[src/rtl/shared_add_pkg.sv]
package shared_add_pkg;

  // Which operand pair the routing multiplexers present to the adder
  typedef enum logic [1:0] {
    PICK_AB = 2'd0,
    PICK_AC = 2'd1,
    PICK_D1 = 2'd2,
    PICK_CD = 2'd3
  } pick_e;

endpackage

[src/rtl/shared_add_route.sv]
module shared_add_route
  import shared_add_pkg::*;
#(
  parameter int W = 8
) (
  input  logic         dual_mode,
  input  logic         cond_hi,
  input  logic         cond_lo,
  input  logic [W-1:0] op_a,
  input  logic [W-1:0] op_b,
  input  logic [W-1:0] op_c,
  input  logic [W-1:0] op_d,
  output pick_e        pick,
  output logic [W-1:0] lhs,
  output logic [W-1:0] rhs
);

  localparam logic [W-1:0] ONE = W'(1);

  // Priority decode: cond_hi wins; cond_lo only matters in single mode
  always_comb begin
    if (cond_hi)        pick = PICK_AB;
    else if (dual_mode) pick = PICK_CD;
    else if (cond_lo)   pick = PICK_AC;
    else                pick = PICK_D1;
  end

  // Left operand multiplexer
  always_comb begin
    unique case (pick)
      PICK_AB, PICK_AC: lhs = op_a;
      PICK_D1:          lhs = op_d;
      default:          lhs = op_c;
    endcase
  end

  // Right operand multiplexer
  always_comb begin
    unique case (pick)
      PICK_AB: rhs = op_b;
      PICK_AC: rhs = op_c;
      PICK_D1: rhs = ONE;
      default: rhs = op_d;
    endcase
  end

endmodule

[src/rtl/shared_add_adder.sv]
module shared_add_adder #(
  parameter int W = 8
) (
  input  logic [W-1:0] lhs,
  input  logic [W-1:0] rhs,
  output logic [W-1:0] sum
);

  // Internal carries only; the carry out of the top bit is never formed
  logic [W-1:0] carry;

  assign carry[0] = 1'b0;

  for (genvar i = 0; i < W; i++) begin : g_bit
    assign sum[i] = lhs[i] ^ rhs[i] ^ carry[i];
    if (i < W - 1) begin : g_carry
      assign carry[i+1] = (lhs[i] & rhs[i]) | (carry[i] & (lhs[i] ^ rhs[i]));
    end
  end

endmodule

[src/rtl/shared_add_map.sv]
module shared_add_map
  import shared_add_pkg::*;
#(
  parameter int W = 8
) (
  input  pick_e        pick,
  input  logic         dual_mode,
  input  logic [W-1:0] sum,
  output logic [W-1:0] x_d,
  output logic [W-1:0] y_d
);

  localparam logic [W-1:0] ALL_ONES = '1;

  // Steer the one sum into x or y and fill the other slot
  always_comb begin
    x_d = '0;
    y_d = '0;
    if (dual_mode) begin
      if (pick == PICK_AB) begin
        x_d = sum;
      end else begin
        x_d = ALL_ONES;
        y_d = sum;
      end
    end
  end

endmodule

[src/rtl/shared_add_datapath.sv]
module shared_add_datapath
  import shared_add_pkg::*;
#(
  parameter int W = 8
) (
  input  logic         clk,
  input  logic         rst,
  input  logic         dual_mode,
  input  logic         cond_hi,
  input  logic         cond_lo,
  input  logic [W-1:0] op_a,
  input  logic [W-1:0] op_b,
  input  logic [W-1:0] op_c,
  input  logic [W-1:0] op_d,
  output logic [W-1:0] res_q,
  output logic [W-1:0] x_q,
  output logic [W-1:0] y_q
);

  pick_e        pick;
  logic [W-1:0] lhs;
  logic [W-1:0] rhs;
  logic [W-1:0] sum;
  logic [W-1:0] x_d;
  logic [W-1:0] y_d;

  shared_add_route #(.W(W)) route_i (
    .dual_mode (dual_mode),
    .cond_hi   (cond_hi),
    .cond_lo   (cond_lo),
    .op_a      (op_a),
    .op_b      (op_b),
    .op_c      (op_c),
    .op_d      (op_d),
    .pick      (pick),
    .lhs       (lhs),
    .rhs       (rhs)
  );

  shared_add_adder #(.W(W)) adder_i (
    .lhs (lhs),
    .rhs (rhs),
    .sum (sum)
  );

  shared_add_map #(.W(W)) map_i (
    .pick      (pick),
    .dual_mode (dual_mode),
    .sum       (sum),
    .x_d       (x_d),
    .y_d       (y_d)
  );

  always_ff @(posedge clk) begin
    if (rst) begin
      res_q <= '0;
      x_q   <= '0;
      y_q   <= '0;
    end else begin
      res_q <= sum;
      x_q   <= x_d;
      y_q   <= y_d;
    end
  end

endmodule

[config.mk]
export PLATFORM = sky130hd
export DESIGN_NAME = shared_add_datapath
export DESIGN_NICKNAME = d
export VERILOG_FILES = /design/src/rtl/shared_add_pkg.sv /design/src/rtl/shared_add_route.sv /design/src/rtl/shared_add_adder.sv /design/src/rtl/shared_add_map.sv /design/src/rtl/shared_add_datapath.sv
export SDC_FILE = /design/constraint.sdc
export NUM_CORES = 1
export LEC_CHECK = 0
export BUFFER_PORTS_ARGS = -buffer_cell sky130_fd_sc_hd__buf_4
export CAP_MARGIN = 15
export CORE_ASPECT_RATIO = 0.75
export CORE_UTILIZATION = 48
export CTS_CLUSTER_SIZE = 24
export DETAILED_ROUTE_END_ITERATION = 12
export PLACE_DENSITY = 0.94
export SLEW_MARGIN = 20
export SYNTH_ARGS = -nofsm -noshare
export SYNTH_HDL_FRONTEND = slang
export SYNTH_SLANG_ARGS = --single-unit
[constraint.sdc]
create_clock -name clk -period 11.59 [get_ports clk]
set_clock_uncertainty 0.15 [all_clocks]
set_input_delay 2.318 -clock clk [delete_from_list [all_inputs] [get_ports clk]]
set_output_delay 2.318 -clock clk [all_outputs]
set_load 0.01 [all_outputs]
# Word level (Yosys, flattened, before mapping)
# Cells that the tools add are included.
# Widths: inputs -> output; s select.
[word_totals]
regBits = 24
latch_bits = 0
mem_bits_rw = 0
romBits = 0
input_bits = 37
out_inout_bits = 24
n_memories = 0
[classes]
add_sub_neg = 0
mul = 0
div = 0
magnitude_cmp = 0
eq_ne = 2
n_shift = 0
n_mux = 6
bitwise_logic = 35
reduce_logical = 4
[ops]
columns = ["operator", "n"]
rows = [
  ["$pmux 8 s3", 1],
  ["$pmux 8 s2", 1],
  ["$xor 1x1->1", 15],
  ["$and 1x1->1", 13],
  ["$mux 8", 1],
  ["$mux 2", 3],
  ["$or 1x1->1", 6],
  ["$reduce_or 2->1", 2],
  ["$reduce_or 3->1", 1],
  ["$eq 2x1->1 const B", 1],
  ["$eq 2x2->1 const B", 1],
  ["$logic_not 2->1", 1],
  ["$not 1->1", 1],
]

# Longest topological paths before layout
# Gate-level depths: netlist of the first run.
[depth]
ltp_word = 21
depth_mapped = 16

# Modules after synthesis
# A second synthesis of the first run with hierarchy kept.
[unflattened]
cells_unflattened = 158
area_unflattened_um2 = 1654.1
[by_module_without_submodules]
columns = ["mod", "instances", "cells_per_inst", "area_each_um2"]
rows = [
  ["shared_add_datapath", 1, 50, 693.2],
  ["shared_add_route", 1, 73, 573.0],
  ["shared_add_map", 1, 22, 212.7],
  ["shared_add_adder", 1, 13, 175.2],
]

# Worst setup path before layout of the first run
# No wires, ideal clock.
[synth_timing]
path_kind = "input port to flip-flop"
start = "in dual_mode"
end = "reg y_q[7]"
t_arrival_ns = 5.718
required_ns = 11.317
slack_ns = 5.599
stages = 15
path_buffers = 2
path_cell_list = "clkbuf_1 -> clkbuf_1 -> a22oi_1 -> o21ai_1 -> ha_1 -> inv_1 -> fa_1 -> fa_1 -> fa_1 -> fa_1 -> inv_1 -> fa_1 -> fa_1 -> xnor2_1 -> mux2_1"
[synth_via]
elab_chain_len = 19
word_cells_on_any_way = 37
[synth_rtl]
columns = ["item", "line", "source"]
rows = [
  ["start: declaration", "shared_add_datapath.sv:8", "input logic dual_mode,"],
  ["$mux 2", "shared_add_route.sv:23", "else if (dual_mode) pick = PICK_CD;"],
  ["$mux 2", "shared_add_route.sv:22", "if (cond_hi) pick = PICK_AB;"],
  ["$eq 2x1->1 / $logic_not 2->1 (equally long branches)", "shared_add_route.sv:30, shared_add_route.sv:39, shared_add_map.sv:20", ""],
  ["$reduce_or 2->1", "shared_add_route.sv:30", "unique case (pick)"],
  ["$pmux 8 s2", "shared_add_route.sv:30", ""],
  ["$and 1x1->1 / $xor 1x1->1 (equally long branches)", "shared_add_adder.sv:17", "assign carry[i+1] = (lhs[i] & rhs[i]) | (carry[i] & (lhs[i] ^ rhs[i]));"],
  ["$and 1x1->1", "shared_add_adder.sv:17", ""],
  ["$or 1x1->1", "shared_add_adder.sv:17", ""],
  ["[... 3 more ...]", "--", ""],
  ["$or 1x1->1", "shared_add_adder.sv:17", ""],
  ["$and 1x1->1", "shared_add_adder.sv:17", ""],
  ["$or 1x1->1", "shared_add_adder.sv:17", ""],
  ["$and 1x1->1", "shared_add_adder.sv:17", ""],
  ["$or 1x1->1", "shared_add_adder.sv:17", ""],
  ["$and 1x1->1", "shared_add_adder.sv:17", ""],
  ["$or 1x1->1", "shared_add_adder.sv:17", ""],
  ["$xor 1x1->1", "shared_add_adder.sv:15", "assign sum[i] = lhs[i] ^ rhs[i] ^ carry[i];"],
  ["end signal: assignment", "shared_add_datapath.sv:62", "y_q <= y_d;"],
  ["end: declaration", "shared_add_datapath.sv:17", "output logic [W-1:0] y_q"],
]
# Parallel ways exist; a longest one is shown, timed or not.
# A chain may end at the register's enable or synchronous reset.

# Worst setup path after layout of the first run
# Ends and elaborated chain as after synthesis.

==> results of run 1 <==
==> power by group <==
group | internal (W) | switching (W)
clock network | 0.0000349 | 0.0000238
logic | 0.0000323 | 0.0000333
registers | 0.0000912 | 0.00000240
total | 0.000159 | 0.0000594
==> flip-flops by register name (all words and copies together) (netlist names) <==
| name | count |
|---|---|
| res_q | 8 |
| x_q | 8 |
| y_q | 8 |
==> per-layer routing <==
layer / track usage (%) / up-vias / wire length [um]
li1: - / 584 / -
met1: 30.4 / 552 / 1290
met2: 39.1 / 72 / 1330
met3: 4.01 / 2 / 274
met4: 7.14 / 0 / 9
met5: 0 / - / 0
==> path summary, 6_finish.rpt <==
kind	depth (start not counted)	from	to
setup / recovery	15	dual_mode	y_q[7]
hold / removal	2	rst	res_q[2]
==> metrics by stage <==
stage	setup slack [ps]	total power (W)	instance area, um2	utilization [%]
floorplan	5600	0.000131	1190	-
global placement	5540	0.000158	1630	70.2
detailed placement	5380	0.000161	1630	70.2
CTS	5700	0.000217	1690	72.4
global route	5490	0.000228	1690	72.4
finish	5670	0.000218	1690	72.4
==> kinds of logic (layout without fill, tap and decap cells) <==
family / count (synthesis) / in the layout / synth area share, %
xor gates and xnor gates: 3 / 3 / 2.21
AOI/OAI and AO/OA: 38 / 38 / 17.9
muxes: 2 / 2 / 1.79
and+or+nand+nor: 52 / 52 / 20.2
adders and majority gates: 7 / 7 / 11.2
buffers and inverters: 17 / 71 / 6.22
DFF: 24 / 24 / 40.5
==> placed cells by master, fill, tap and decap left out, drive strengths merged, types with 3 or more instances in the layout <==
master / instances
nor2: 22
clkbuf: 3
a21oi: 22
o21ai: 7
fa: 6
nand3: 4
buf: 60
nand2b: 3
nand2: 13
a22oi: 7
inv: 7
dfxtp: 24
==> critical path, stage by stage <==
cell	delay [ps]
buf_4	180
nor2_1	360
a22oi_1	130
o21ai_1	170
ha_1	170
inv_1	60
fa_1	380
fa_1	390
fa_1	400
fa_1	380
inv_1	80
fa_1	170
fa_1	220
xnor2_1	200
mux2_1	350
==> final cells by class <==
class | instances | area [um2] | area share [%]
multi-input cells | 102 | 633 | 37.6
clock inverters | 1 | 30.0 | 1.78
well taps | 34 | 42.5 | 2.52
inverters | 7 | 26.3 | 1.56
repair buffers | 60 | 450 | 26.7
flip-flops and latches | 24 | 480 | 28.5
clock buffers | 3 | 22.5 | 1.34
==> impl_results.md, run 1 <==
- Status: completed
- Longest Clk Path Bufs: 2
- Crit path time final: 5920 ps
- Die area: 2680 um2
- Worst VDD drop: 0.0518 mV
- Vias: 1,210
- Initial antenna violation count: 0
- Mapped Area: 1190 um2
- TritonCTS Buffers: 3
- Aggregate routed wire length: 2910 um
- Root Buffer: clkbuf_4
- Filler cells: 196
- Die Ht: 45.1 um
- Area Growth Syn to Fin: 41.9%
- Critical Path Sink Type: register
- Setup TNS: 0 ps
- Fin nets: 242
- RePlAce Congestion: 0.996
- Cts repair resizes: 0
- Synth top area cells: dfxtp_1, fa_1, a21oi_1, nor2_1, a22oi_1
- Worst EP required: 11,630 ps
- Endpoints failing hold: 0
- Die width: 59.4 um
- Crit path DAT: 5960 ps
- Setup bufs post-CTS: 0
- DP HPWL: 2320 um
- #FFs+latches synth: 24
- Avg WL per Cell: 12.6 um
- First-pass GRT wire length: 4650 um
- Synth unique cells: 30
- # diodes: 0
- Overflow after GRT: 0
- Synth Net Count: 187
- EDFF count, synth: 0
- MaxCap Viol Count: 0
- Row count: 15
- H-tree levels: 1
- CP Max Fanout: 22
- DR DRC count: 0
- Final hold slack: 2070 ps
- Leak: 0.813 nW
- Slew Limit Fails: 0
- Final non-filler cell total: 231
- DRT iter0 DRCs: 34
- Fin crit share: 51.1%
- Mapped Cells: 143
- Post-synth top area share: 40.5%
- Syn Area/Cell: 8.30 um2
- CTS clk-pin slew, worst paths: 140 ps
- Setup-failing EPs final: 0
- Hold WC Path Type: in2reg
- Sink Count: 24
- Power per cell area: 129 nW/um2
- Crit start category: input pin
- Most common cell in the netlist: dfxtp_1
- Placed cells: 227
- Routed Antenna Nets: 0
- Input/output buffers: 60
- Number of global-route vias before repair: 1,082
- Post-synth top cells: dfxtp_1, a21oi_1, nor2_1
- CTS tree: built
- Synth Warn #: 0
- Starting Density: 51.0%
- IO Count: 61
- RSZ-0062 raised after global routing: false
- Worst-Margin Slew: 415 ps
- Max Freq: 169 MHz
- Largest net degree at the start of global routing: 37
- Relative slew margins: 72.2%
- Layout cells sized above 1: 32.5%
- Sequential-to-total area share from yosys stat: 40.5%
- Dominant synthesized flop cell: dfxtp_1
- Vias/cell: 5.24
- Drt pass-1 iters: 4
- Core region area: 2330 um2
- GR Util All Layers: 23.1%
- Yosys top cell by area: dfxtp_1
- Async set or reset register ratio after synthesis: 0%
- Post-CTS Hold Buffers: 0
- Setup CP Type: in2reg
No activity file was read; power rests on OpenSTA's default activity.
==> run 2: changes to the inputs <==
- ABC_AREA: not set -> 1
- CORE_UTILIZATION: 48 -> 40
- PLACE_DENSITY: 0.94 -> 0.85
- clock period: 11.59 -> 5 ns (I/O delays scaled with it)
==> impl_results.md, run 2 <==
- Status: completed
- Dominant synthesized flop cell: dfxtp_1
- Synth Net Count: 184 (-1.6%)
- CP max-delay cell: fa_1
- Cts repair resizes: 0 (unchanged)
- Relative slew margins: 70.4% (-1.8 points)
- Leak: 0.872 nW (+7.3%)
- Sequential-to-total area share from yosys stat: 40.7% (+0.21 points)
- Die width: 64.7 um (+8.9%)
- EDFF count, synth: 0 (unchanged)
- Vias: 1,151 (-4.9%)
- DP HPWL: 2400 um (+3.7%)
- Row count: 16 (+1)
- Crit path DAT: 4340 ps (-1620 ps)
- Initial antenna violation count: 0 (unchanged)
- Setup TNS: 0 ps (unchanged)
- Setup-failing EPs final: 0 (unchanged)
- Crit. Startpoint: cond_hi
- Largest net degree at the start of global routing: 17 (-54%)
- Power per cell area: 294 nW/um2 (+130%)
- IO Count: 61 (unchanged)
- Input/output buffers: 60 (unchanged)
- Endpoints failing hold: 0 (unchanged)
- Synth Warn #: 0 (unchanged)
- Number of global-route vias before repair: 1,022 (-5.5%)
- CP Max Fanout: 16 (-27%)
- GR Util All Layers: 18.8% (-4.3 points)
- Commonest non-fill, non-tap cell in the layout: buf_4
- Crit start category: input pin
- Longest Clk Path Bufs: 2 (unchanged)
- Critical Path, Cell by Cell: buf_4 -> inv_6 -> nand2_4 -> nor2_1 -> a211oi_1 -> ha_1 -> inv_1 -> fa_1 -> fa_1 -> fa_1 -> fa_1 -> inv_1 -> fa_1 -> fa_1 -> inv_1 -> a21oi_1
- Die Ht: 49.1 um (+8.8%)
- DRT iter0 DRCs: 55 (+62%)
- Core region area: 2700 um2 (+16%)
- Worst EP required: 5000 ps (-6630 ps)
- Synth unique cells: 25 (-17%)
- Fin crit share: 86.8%
- Aggregate routed wire length: 2890 um (-0.65%)
- Synth top area cells: dfxtp_1, fa_1, nor2_1, nand2_1, a221oi_1
- Post-synth top area share: 40.7% (+0.21 points)
- Mapped Cells: 140 (-2.1%)
- Worst path max stage delay: 430 ps (+30 ps)
- RePlAce Congestion: 0.895 (-10%)
- Sw frac: 28.3% (+0.98 points)
- Most frequent cells in the layout: buf_4, nor2_1, dfxtp_1
- Post-synth top cells: nor2_1, dfxtp_1, nand2_1
- Overflow after GRT: 0 (unchanged)
- Most used cell, CP: fa_1
- TritonCTS Buffers: 3 (unchanged)
- Post-CTS Hold Buffers: 0 (unchanged)
- Psw: 0.000141 W (+140%)
- Top Registers: res_q: 8 flops, x_q: 8 flops, y_q: 8 flops
- Root Buffer: clkbuf_8
- Sink Count: 24 (unchanged)
- Hold WC Path Type: in2reg
- Fin nets: 245 (+1.2%)
- Most common cell in the netlist: nor2_1
- Max Freq: 230 MHz
- H-tree levels: 1 (unchanged)
- Yosys top cell by area: dfxtp_1
- Vias/cell: 4.88 (-6.9%)
- Setup CP Type: in2reg
- Layout cells sized above 1: 38.5% (+6.0 points)
- Crit path time final: 4340 ps
- CTS tree: built
- DR DRC count: 0 (unchanged)
- Async set or reset register ratio after synthesis: 0% (unchanged)
- Critical Path Sink Type: register
- Die area: 3180 um2 (+19%)
- Drt pass-1 iters: 4 (unchanged)
- Slew Limit Fails: 0 (unchanged)
- Starting Density: 43.7% (-7.3 points)
- Syn Area/Cell: 8.44 um2 (+1.6%)
- Final hold slack: 824 ps (-1250 ps)
- Hold Startpoint: rst
- Avg WL per Cell: 12.2 um (-2.8%)
- Worst-Margin Slew: 442 ps (+26.7 ps)
- Area Growth Syn to Fin: 43.3%
- RSZ-0062 raised after global routing: false
- Filler cells: 249 (+27%)
- Worst VDD drop: 0.110 mV (+110%)
- Setup bufs post-CTS: 0 (unchanged)
- Internal power: 0.000357 W (+130%)
- Routed Antenna Nets: 0 (unchanged)
- Mapped Area: 1180 um2 (-0.53%)
- Sum of buffers and inverters on the critical path: 5 (+2)
- CTS clk-pin slew, worst paths: 80 ps (-60 ps)
- Sequential Power Share: 43.9% (+0.9 points)
- Combinational Power Share: 31.0% (+0.9 points)
- Crit path max-delay family: adder cells
- #FFs+latches synth: 24 (unchanged)
- First-pass GRT wire length: 4570 um (-1.6%)
- # diodes: 0 (unchanged)
- MaxCap Viol Count: 0 (unchanged)
- Clock power frac: 25.1% (-1.8 points)
## run 2: cell types whose count changed after synthesis, sizes merged, moves of 2 or more
cell,before,now
nand3,4,10
nand2b,3,0
a22oi,7,2
clkbuf,6,2
buf,4,2
nand2,13,25
nor2,22,31
a21oi,22,7
and3,2,0
o21ai,7,0
xnor2,2,0
a221oi,0,7
inv,7,17
## run 2: stage by stage
stage,setup slack [ps],cells,instance area [um2],total power [W],util [%]
2_1_floorplan,777,140,1180,0.000305,-
3_3_place_gp,533,232,1640,0.000372,60.6
3_5_place_dp,372,232,1640,0.000378,60.6
4_1_cts,665,236,1690,0.000501,62.6
5_1_grt,466,236,1690,0.000527,62.6
6_report,661,236,1690,0.000498,62.6
## run 2: power groups by stage
stage          registers [W]  logic (W)  clock network (W)
2_1_floorplan       0.000233  0.0000724                  0
3_3_place_gp        0.000223   0.000150                  0
3_5_place_dp        0.000224   0.000155                  0
4_1_cts             0.000219   0.000155           0.000127
5_1_grt             0.000220   0.000170           0.000136
6_report            0.000219   0.000154           0.000125
## run 2: logic make-up (layout without fill, tap and decap cells)
kind of cell | count (synthesis) | in the layout | synth area share [%]
AOI/OAI and AO/OA | 19 | 19 | 11.4
buffers and inverters | 21 | 81 | 9.32
DFF | 24 | 24 | 40.7
and+or+nand+nor | 69 | 69 | 27.3
adders and majority gates | 7 | 7 | 11.2
## run 2: worst paths after layout
path	to	slack, ps	cells past startpoint
min	res_q[2]	820	2
max	x_q[6]	660	16
## run 2: area by class of cell
| class | instances | area, um2 | share of cell area (%) |
|---|---|---|---|
| clock buffers | 4 | 55.1 | 3.25 |
| inverters | 17 | 71.3 | 4.21 |
| multi-input cells | 95 | 591 | 34.9 |
| flip-flops and latches | 24 | 480 | 28.4 |
| well taps | 36 | 45.0 | 2.66 |
| repair buffers | 60 | 450 | 26.6 |
## run 2: per-layer routing
metal / wire length [um] / track usage (%) / up-vias
li1: - / - / 574
met1: 1340 / 27.3 / 504
met2: 1240 / 28.3 / 69
met3: 276 / 2.57 / 4
met4: 27 / 6.67 / 0
met5: 0 / 0 / -
